--- config.mk ---
export PLATFORM = sky130hd
export DESIGN_NAME = led_override_unit
export DESIGN_NICKNAME = d
export VERILOG_FILES = /design/src/rtl/led_override_unit.sv
export SDC_FILE = /design/constraint.sdc
export NUM_CORES = 1
export LEC_CHECK = 0
export BUFFER_PORTS_ARGS = -buffer_cell sky130_fd_sc_hd__buf_2
export CAP_MARGIN = 20
export CORE_MARGIN = 10
export CORE_UTILIZATION = 44
export DETAILED_ROUTE_END_ITERATION = 8
export PLACE_DENSITY = 0.74
export SKIP_LAST_GASP = 1
export SYNTH_ARGS = -nofsm -noshare
export SYNTH_HDL_FRONTEND = slang
export SYNTH_SLANG_ARGS = --single-unit
--- constraint.sdc ---
create_clock -name clk -period 1.9 [get_ports clk]
set_input_delay 0.19 -clock clk [delete_from_list [all_inputs] [get_ports clk]]
set_output_delay 0.19 -clock clk [all_outputs]
set_load 0.02 [all_outputs]
--- src/rtl/led_override_unit.sv ---
module led_override_unit #(
  parameter int NPORT         = 5,
  parameter int SLOW_HALF_MS  = 256,
  parameter int VSLOW_HALF_MS = 780
) (
  input  logic             clk,
  input  logic             rst_n,
  input  logic             cmd_valid,
  input  logic [1:0]       cmd_op,
  input  logic [1:0]       cmd_arg,
  input  logic             ms_tick,
  input  logic [NPORT-1:0] norm_a_n,
  input  logic             norm_ga_n,
  input  logic [NPORT-1:0] norm_b_n,
  input  logic             norm_gb_n,
  output logic [NPORT-1:0] led_a_n,
  output logic             led_ga_n,
  output logic [NPORT-1:0] led_b_n,
  output logic             led_gb_n
);
  localparam int MAXH = (SLOW_HALF_MS > VSLOW_HALF_MS) ? SLOW_HALF_MS : VSLOW_HALF_MS;
  localparam int CW   = $clog2(MAXH + 1);
  localparam logic [CW-1:0] SLOW_LAST  = CW'(SLOW_HALF_MS - 1);
  localparam logic [CW-1:0] VSLOW_LAST = CW'(VSLOW_HALF_MS - 1);

  logic [1:0]    rate;
  logic          phase;
  logic [CW-1:0] cnt;
  logic          ovr_a, ovr_b;

  wire set_rate = cmd_valid && cmd_op == 2'b00;
  wire set_ovr  = cmd_valid && cmd_op == 2'b01;
  wire clr_ovr  = cmd_valid && cmd_op == 2'b10;
  wire blinking = rate == 2'b01 || rate == 2'b10;
  wire [CW-1:0] last = (rate == 2'b01) ? SLOW_LAST : VSLOW_LAST;
  wire lit = (rate == 2'b11) || (blinking && phase);

  always_ff @(posedge clk or negedge rst_n) begin
    if (!rst_n) begin
      rate  <= 2'b00;
      phase <= 1'b1;
      cnt   <= '0;
    end else if (set_rate) begin
      rate  <= cmd_arg;
      phase <= 1'b1;
      cnt   <= '0;
    end else if (ms_tick && blinking) begin
      if (cnt == last) begin
        cnt   <= '0;
        phase <= ~phase;
      end else begin
        cnt <= cnt + 1'b1;
      end
    end
  end

  always_ff @(posedge clk or negedge rst_n) begin
    if (!rst_n) begin
      ovr_a <= 1'b0;
      ovr_b <= 1'b0;
    end else if (set_ovr) begin
      ovr_a <= ovr_a | cmd_arg[0];
      ovr_b <= ovr_b | cmd_arg[1];
    end else if (clr_ovr) begin
      ovr_a <= ovr_a & ~cmd_arg[0];
      ovr_b <= ovr_b & ~cmd_arg[1];
    end
  end

  assign led_a_n  = ovr_a ? {NPORT{~lit}} : norm_a_n;
  assign led_ga_n = ovr_a ? ~lit : norm_ga_n;
  assign led_b_n  = ovr_b ? {NPORT{~lit}} : norm_b_n;
  assign led_gb_n = ovr_b ? ~lit : norm_gb_n;


  rate_restart_lit_chk: assert property (@(posedge clk) disable iff (!rst_n)
    set_rate |=> phase && cnt == '0);

  rate_hold_chk: assert property (@(posedge clk) disable iff (!rst_n)
    !set_rate |=> $stable(rate));

  phase_hold_chk: assert property (@(posedge clk) disable iff (!rst_n)
    (!ms_tick && !cmd_valid) |=> $stable(phase) && $stable(cnt));

  cnt_bound_chk: assert property (@(posedge clk) disable iff (!rst_n)
    cnt < CW'(MAXH));

  disable_a_chk: assert property (@(posedge clk) disable iff (!rst_n)
    (clr_ovr && cmd_arg[0]) |=> !ovr_a);

  solid_a_chk: assert property (@(posedge clk) disable iff (!rst_n)
    (set_ovr && cmd_arg[0] && rate == 2'b11) |=> led_a_n == '0 && !led_ga_n);
endmodule

# == Word level (Yosys, flattened, before mapping) ==
# Cells that the tools add are included.
# op_classes
addsub,1
n_eq_ne,6
n_mux,15
bitwise_logic,8
n_reduce_logical,12
# op_table
operator,count
two-way mux 10 bit,4
adder 10 x 1 -> 10 bit (second input constant),1
== test 10 bit,1
two-way mux 5 bit,2
two-way mux 1 bit,9
== test 2 bit (second input constant),3
nonzero test 2 bit,3
logical AND 1 bit,5
== test 2 x 1 -> 1 bit (second input constant),2
NOT 1 bit,4
AND 1 bit,2
zero test 2 bit,1
logical OR 1 bit,2
bitwise OR 1 bit,2
AND reduction 2 bit,1
# totals
reg_bits,15
in_bits,20
out_inout_bits,12
wordCells,47

# == Longest topological paths before layout ==
# Gate-level depths: netlist (run 1).
# logic_depth
ltp_word,6
mapped_depth,7

# == Worst setup path after synthesis (run 1) ==
# OpenSTA, ideal clock, no wires.
# synth_timing
path_type,register to register
startpoint,register rate[0]
endpoint,register cnt[9]
t_arrival_ns,1.833
t_required_ns,1.813
setup_slack_ns,-0.020
path_stages_with_launch,7
n_path_buf,1
path_cell_list,dfrtp_1 -> ha_1 -> nor2b_1 -> buf_2 -> o2111ai_2 -> or4_1 -> a211oi_2
# synth_between
elab_chain_len,6
# synth_lines
item,line,source
"start, declared",26,logic [1:0] rate;
"start signal, assigned",44,rate <= cmd_arg;
== test 2 x 1 -> 1 bit,"34, 35",
two-way mux 10 bit,35,wire [CW-1:0] last = (rate == 2'b01) ? SLOW_LAST : VSLOW_LAST;
== test 10 bit,48,if (cnt == last) begin
two-way mux 10 bit,48,
two-way mux 10 bit,47,end else if (ms_tick && blinking) begin
two-way mux 10 bit,43,end else if (set_rate) begin
"end signal, assigned",52,cnt <= cnt + 1'b1;
"end, declared",28,logic [CW-1:0] cnt;
# Several ways; a longest one is shown, not always the timed one. The select of a mux whose other input is x is not followed.
# A chain may end at the register's enable or synchronous reset.

# == Worst setup path in the final report (run 1) ==
# layout_timing
startpoint,register rate[0]
endpoint,output led_a_n[2]
# layout_between
elab_chain_len,6
# layout_lines
item,line,source
== test 2 x 1 -> 1 bit / == test 2 bit (equally long branches),34,wire blinking = rate == 2'b01 || rate == 2'b10;
logical OR 1 bit,34,
logical AND 1 bit,36,wire lit = (rate == 2'b11) || (blinking && phase);
logical OR 1 bit *,36,
NOT 1 bit *,70,assign led_a_n = ovr_a ? {NPORT{~lit}} : norm_a_n;
two-way mux 5 bit *,70,
"end, declared",16,"output logic [NPORT-1:0] led_a_n,"
# Every way passes the cells marked *; elsewhere a longest branch is shown, timed or not.

==> impl_metrics.csv, run 1 <==
group,metric,value,unit
setup_path,crit_chain,"ha_4 -> inv_1 -> a21oi_2 -> nand2_2 -> o21ai_1 -> buf_4",
setup_path,crit_slowest_cell,"dfrtp_1",
setup_path,r2r_end,"cnt[9]",
setup_path,cp_num_cells,6,
setup_path,reg2reg_from,"rate[0]",
setup_path,cp-start-kind,"flip-flop",
floorplanning,die-height,67.34,microns
power,p_seq_frac,0.357,
global_route,grt_max_degree,16,
setup_path,crit_end,"led_a_n[2]",
cells_and_area,drive_gt1_frac,0.3464,
global_route,grt_pass1_vias,900,
drt,drtIter0Drc,21,
cells_and_area,layout.area.seq,376.6,sq um
setup_path,cp-end-kind,"output pin",
placement,place_ws,0.06188,ns
setup_path,critPathMaxStageDelay,0.43,ns
sta,worst_slew_pin_slew,0.3417,ns
sta,hold_ws,0.1635,ns
placement,dp.cells,175,
setup_path,crit_type,"flip-flop to output pin",
clock_tree,cts_tree,"done",
min_path,hold_path.class,"input port to flip-flop",
setup_path,worstPathRequired,1.71,ns
setup_path,worst-path-buf-inv,2,
logic_synthesis,synth_seq_cells,15,
logic_synthesis,synth_edf_count,0,
power,finalPower,1.152,mW
power,powerDensity,894.7,nW/um^2
drt,vias_per_cell,5.431,
floorplanning,die_x,67.34,microns
placement,dpl.hpwl,1974,microns
clock_tree,clk_pin_slew,0.09,ns
global_route,overflow,0,
power,clockPowerShare,0.159,
floorplanning,io_pins,32,
sta,post-route-worst-setup-slack,0.07930,ns
flow_run,max-cap-violations,0,
cells_and_area,fin_cells,181,
setup_path,critPathTopFamily,"flip-flops",
power,power_switching,482.3,uW
power,cell_internal_pwr,669.6,uW
global_route,antenna_found_initial,0,
setup_path,crit_fanout,6,
drt,route.detailed.drc,0,
floorplanning,initial_core_util,0.4544,
setup_path,r2r_cells,5,
sta,drv_slew,0,
logic_synthesis,yosysWarnings,0,
clock_tree,clockRootBuffer,"clkbuf_4",
sta,final_period_minus_worst_setup_slack,1.821,ns
cells_and_area,multi_input_area,564.3,sq um
clock_tree,cts_buffers,3,
logic_synthesis,avgSynthCellArea,8.573,sq um
drt,routedWlPerCell,14.13,microns
floorplanning,die_area,4534,sq um
logic_synthesis,netlist_instances,115,
power,p_leak,0.6109,nW
sta,setup_viol,0,
power,ir_drop,0.0006008,V
drt,vias,983,
logic_synthesis,ys_types,33,
global_route,grt_pass1_wl,3933,microns
clock_tree,clockBufferDepth,2,
floorplanning,coreArea,2170,sq um
setup_path,timing.reg2reg.setup_slack,0.15,ns
sta,fin_skew,0.002168,ns
global_route,grt_usage,0.1079,
drt,dr.pass1.iters,4,
setup_path,arrival,1.63,ns
power,switching_share,0.4187,
logic_synthesis,synth-async-reset-ratio,1.000,
clock_tree,clk_latency,0.28,ns
outcome,status,"complete, no violations",
drt,ant_nets,0,
drt,wirelength,2558,microns
floorplanning,fp-row-count,17,
placement,port_buffers,31,
cells_and_area,syn2layout_area_growth,30.58,%
sta,final_hold_viol_count,0,
sta,slew-limit-headroom,0.7722,
logic_synthesis,synth_flop_cell,"dfrtp_1",
sta,fin_crit_sh,0.9583,
power,p_comb_frac,0.485,
logic_synthesis,seq_area_frac_synth,0.3820,
cells_and_area,n_antenna_cell,0,
cells_and_area,fin_nets,177,
cells_and_area,fill_cells,196,
logic_synthesis,mappedNetlistArea,985.9,sq um
clock_tree,cts.sinks,15,
clock_tree,htreeDepth,1,
sta,max_freq,549.2,MHz
placement,gp_congestion,0.8684,
setup_path,startpoint,"rate[0]",
logic_synthesis,syn_nets,138,
==> area by class of cell <==
class                           instances  share of cell area
Sequential cell                        15              0.2925
Timing Repair Buffer                   38              0.1808
Multi-Input combinational cell         82              0.4383
Inverter                               14             0.04082
Tap cell                               28             0.02721
Clock buffer                            4             0.02041
==> metal layers <==
metal  global-route usage  up-vias  share of wire
li1                     -      481              -
met1               0.1261      459           0.42
met2               0.1742       39           0.44
met3              0.03967        4           0.13
met4              0.04615        0          0.010
met5                    0        -              0
==> repair_timing <==
action	4_1_cts	5_1_grt
gates resized for setup	0	22
hold buffers	1	0
hold endpoints to repair	14	0
setup endpoints to repair	0	14
buffers inserted	0	1
==> logic make-up after synthesis <==
logic type	Yosys count	synth area share
flip-flops	15	0.3820
adder cells (fa/ha/maj)	3	0.03808
XOR/XNOR	5	0.04441
AND/OR/NAND/NOR	39	0.2195
buffers and inverters	18	0.06979
multiplexers	2	0.02157
AO/OA/AOI/OAI	33	0.2246
==> worst register-to-register path, cell delays in order, from the launching register on <==
cell       delay [ns]
dfrtp_1          0.43
ha_4             0.26
nor2b_2          0.14
o2111ai_2        0.17
or4_1            0.45
a211oi_2         0.22
==> power groups by stage <==
stage,logic (mW),clock network [mW],registers (mW)
finish,0.558,0.183,0.411
CTS,0.478,0.188,0.407
detailed placement,0.476,0,0.413
global placement,0.463,0,0.411
global route,0.604,0.194,0.419
floorplan,0.306,0,0.396
==> metrics by stage <==
stage	util	cell area (sq um)	TNS, ns
after detailed placement	0.5519	1197	0
after CTS	0.5686	1234	0
after floorplan	-	988.4	0
after global placement	0.5519	1197	0
final	0.5934	1287	0
after global routing	0.5934	1287	-0.003529
==> synth_stat cells (2+ instances only) <==
master | count | area [sq um]
nor2b_1 | 3 | 18.77
and2_1 | 2 | 12.51
o2111ai_1 | 3 | 26.28
or3_1 | 2 | 12.51
clkbuf_1 | 3 | 11.26
xor2_1 | 5 | 43.79
o31ai_1 | 2 | 15.01
inv_1 | 14 | 52.55
nand2_1 | 15 | 56.30
nor2_1 | 3 | 11.26
ha_1 | 3 | 37.54
dfrtp_1 | 14 | 350.3
a31oi_1 | 2 | 12.51
a21oi_1 | 3 | 15.01
o21ai_0 | 18 | 90.09
nor4b_1 | 2 | 17.52
nor3_1 | 5 | 25.02
==> worst min-delay path by stage <==
stage | startpoint | end | slack (ns) | depth (start not counted)
floorplan | rst_n | asynchronous set/reset pin | -0.11 | 0
global placement | rst_n | cnt[8] | 0.11 | 1
detailed placement | rst_n | cnt[8] | 0.11 | 1
CTS | cmd_arg[0] | rate[0] | 0.16 | 2
global route | cmd_arg[0] | rate[0] | 0.19 | 2
finish | cmd_op[1] | flip-flop | 0.16 | 2
==> layout by cell type (no fill, tap or decap), types with 5 or more instances in the layout <==
cell type,Yosys,layout
dfrtp_1,14,14
o21ai_0,18,11
buf_4,0,15
inv_1,14,13
buf_2,1,22
nand2_1,15,13
o21ai_1,0,7
nor3_1,5,5
xor2_1,5,5
(Power assumes the default switching activity.)
==> run 2: changes to the inputs <==
- CELL_PAD_IN_SITES_DETAIL_PLACEMENT: not set -> 0
- CELL_PAD_IN_SITES_GLOBAL_PLACEMENT: not set -> 2
- CORE_UTILIZATION: 44 -> 25
- HOLD_SLACK_MARGIN: not set -> 0.02
- PLACE_DENSITY: 0.74 -> not set
- PLACE_DENSITY_LB_ADDON: not set -> 0.1
- SKIP_LAST_GASP: 1 -> not set
==> run 2 against run 1 <==
  * Register-to-register slack about the same
  * Die area up 51%
  * Highest routed layer unchanged
  * Clock skew up 0.0015 ns
  * Design area up 4.0%
  * Core utilization down 24 points
  * Global-route usage down 3.0 points
  * Critical endpoint is now cnt[9]
  * Critical path type is now flip-flop to flip-flop
==> impl_metrics.csv, run 2 (synthesized netlist as in run 1, its figures left out) <==
group,metric,value,unit
setup_path,reg2reg_from,"rate[1]",
global_route,antenna_found_initial,0,
cells_and_area,mostFrequentLayoutCells,"30 x buf_2, 17 x o21ai_0, 14 x dfrtp_1",
global_route,grt_pass1_vias,945,
sta,fin_skew,0.003621,ns
sta,final_period_minus_worst_setup_slack,1.744,ns
sta,tns,0,ns
sta,max_freq,573.5,MHz
setup_path,crit_fanout,5,
sta,setup_viol,0,
cells_and_area,mostFrequentLayoutCell,"buf_2",
setup_path,critPathMaxStageDelay,0.45,ns
cells_and_area,syn2layout_area_growth,35.79,%
clock_tree,cts_tree,"done",
drt,drtIter0Drc,20,
sta,worst_slew_pin_slew,0.3625,ns
global_route,overflow,0,
sta,final_hold_viol_count,0,
drt,ant_nets,0,
setup_path,cp-end-kind,"flip-flop",
setup_path,cp-start-kind,"flip-flop",
power,finalPower,1.195,mW
drt,vias,938,
setup_path,arrival,1.90,ns
floorplanning,die-height,82.80,microns
global_route,grt_max_degree,16,
global_route,grt_pass1_wl,4657,microns
sta,slew-limit-headroom,0.7584,
clock_tree,clk_latency,0.24,ns
sta,grt_setup_unrepaired,"false",
sta,drv_slew,0,
drt,dr.pass1.iters,4,
power,ir_drop,0.0002834,V
placement,port_buffers,31,
sta,hold_ws,0.1962,ns
drt,vias_per_cell,4.690,
clock_tree,clk_pin_slew,0.06,ns
clock_tree,cts.sinks,15,
power,p_leak,0.6134,nW
setup_path,startpoint,"rate[1]",
power,powerDensity,892.5,nW/um^2
clock_tree,htreeDepth,1,
drt,wirelength,2698,microns
drt,route.detailed.drc,0,
setup_path,critPathTopFamily,"simple AND/OR/NAND/NOR gates",
setup_path,crit_slowest_cell,"or4_4",
floorplanning,die_area,6856,sq um
setup_path,crit_type,"flip-flop to flip-flop",
flow_run,max-cap-violations,0,
floorplanning,fp-row-count,22,
clock_tree,clockBufferDepth,2,
floorplanning,io_pins,32,
sta,fin_crit_sh,0.9178,
outcome,status,"complete, no violations",
drt,routedWlPerCell,13.49,microns
setup_path,crit_chain,"inv_1 -> ha_4 -> nor2b_2 -> o2111ai_4 -> or4_4 -> a211oi_2",
cells_and_area,drive_gt1_frac,0.3487,
clock_tree,cts_buffers,3,
floorplanning,initial_core_util,0.2634,
cells_and_area,fin_nets,176,
clock_tree,clockRootBuffer,"clkbuf_8",
min_path,min_from,"cmd_arg[1]",
placement,gp_congestion,0.7368,
placement,dpl.hpwl,2186,microns
cells_and_area,final_util,0.3576,
global_route,grt_usage,0.07803,
setup_path,worstPathRequired,2.06,ns
cells_and_area,n_antenna_cell,0,
floorplanning,coreArea,3744,sq um
setup_path,worst-path-buf-inv,1,
floorplanning,die_x,82.80,microns
min_path,hold_path.class,"input port to flip-flop",
==> run 2: cell type report <==
class | instances | area (sq um)
flip-flops and latches | 15 | 376.6
repair buffers | 37 | 217.7
inverters | 14 | 52.55
multi-input cells | 82 | 586.8
fillers | 407 | 2405
clock buffers | 4 | 45.04
well taps | 48 | 60.06
==> run 2: repair_timing <==
action,in CTS,in global routing
pin swaps,0,2
hold endpoints to repair,14,0
setup buffers,0,0
setup endpoints to repair,12,15
hold buffers,1,0
resized for setup,1,10
==> run 2: worst min-delay path: cells and delay by family <==
family	cells	cell delay (ns)
AOI/OAI and AO/OA	1	0.06
buffers and inverters	1	0.10
and+or+nand+nor	1	0.04
==> run 2: through the flow <==
step / setup WS, ns / instance area, sq um / instances
final: 0.1562 / 1339 / 200
after global routing: 0.03180 / 1339 / 200
after CTS: 0.03934 / 1294 / 200
after detailed placement: 0.05624 / 1235 / 195
after global placement: 0.1102 / 1235 / 195
after floorplan: 0.1045 / 988.4 / 115
==> run 2: power by group <==
part	leakage, nW	switching [mW]	internal (mW)
Sequential	0.191	0.0564	0.360
Clock	0.0228	0.110	0.148
Combinational	0.400	0.327	0.192
==> run 2: metal layers <==
layer  part of all wire  vias up  wire [microns]  track usage
li1                   -      478               -            -
met1               0.50      428            1341       0.1021
met2               0.44       30            1196       0.1215
met3              0.056        2             151      0.02344
met4             0.0030        0               8      0.01846
met5                  0        -               0            0
==> run 2: worst paths after layout <==
path / to / slack, ns / cells after the start
worst max-delay path: cnt[9] / 0.16 / 6
worst min-delay path: rate[1] / 0.20 / 3
worst max register to register: cnt[9] / 0.16 / 6
worst min register to register: phase / 0.55 / 2
max in group asynchronous: phase / 1.20 / 2
min in group asynchronous: asynchronous set/reset pin / 0.39 / 2
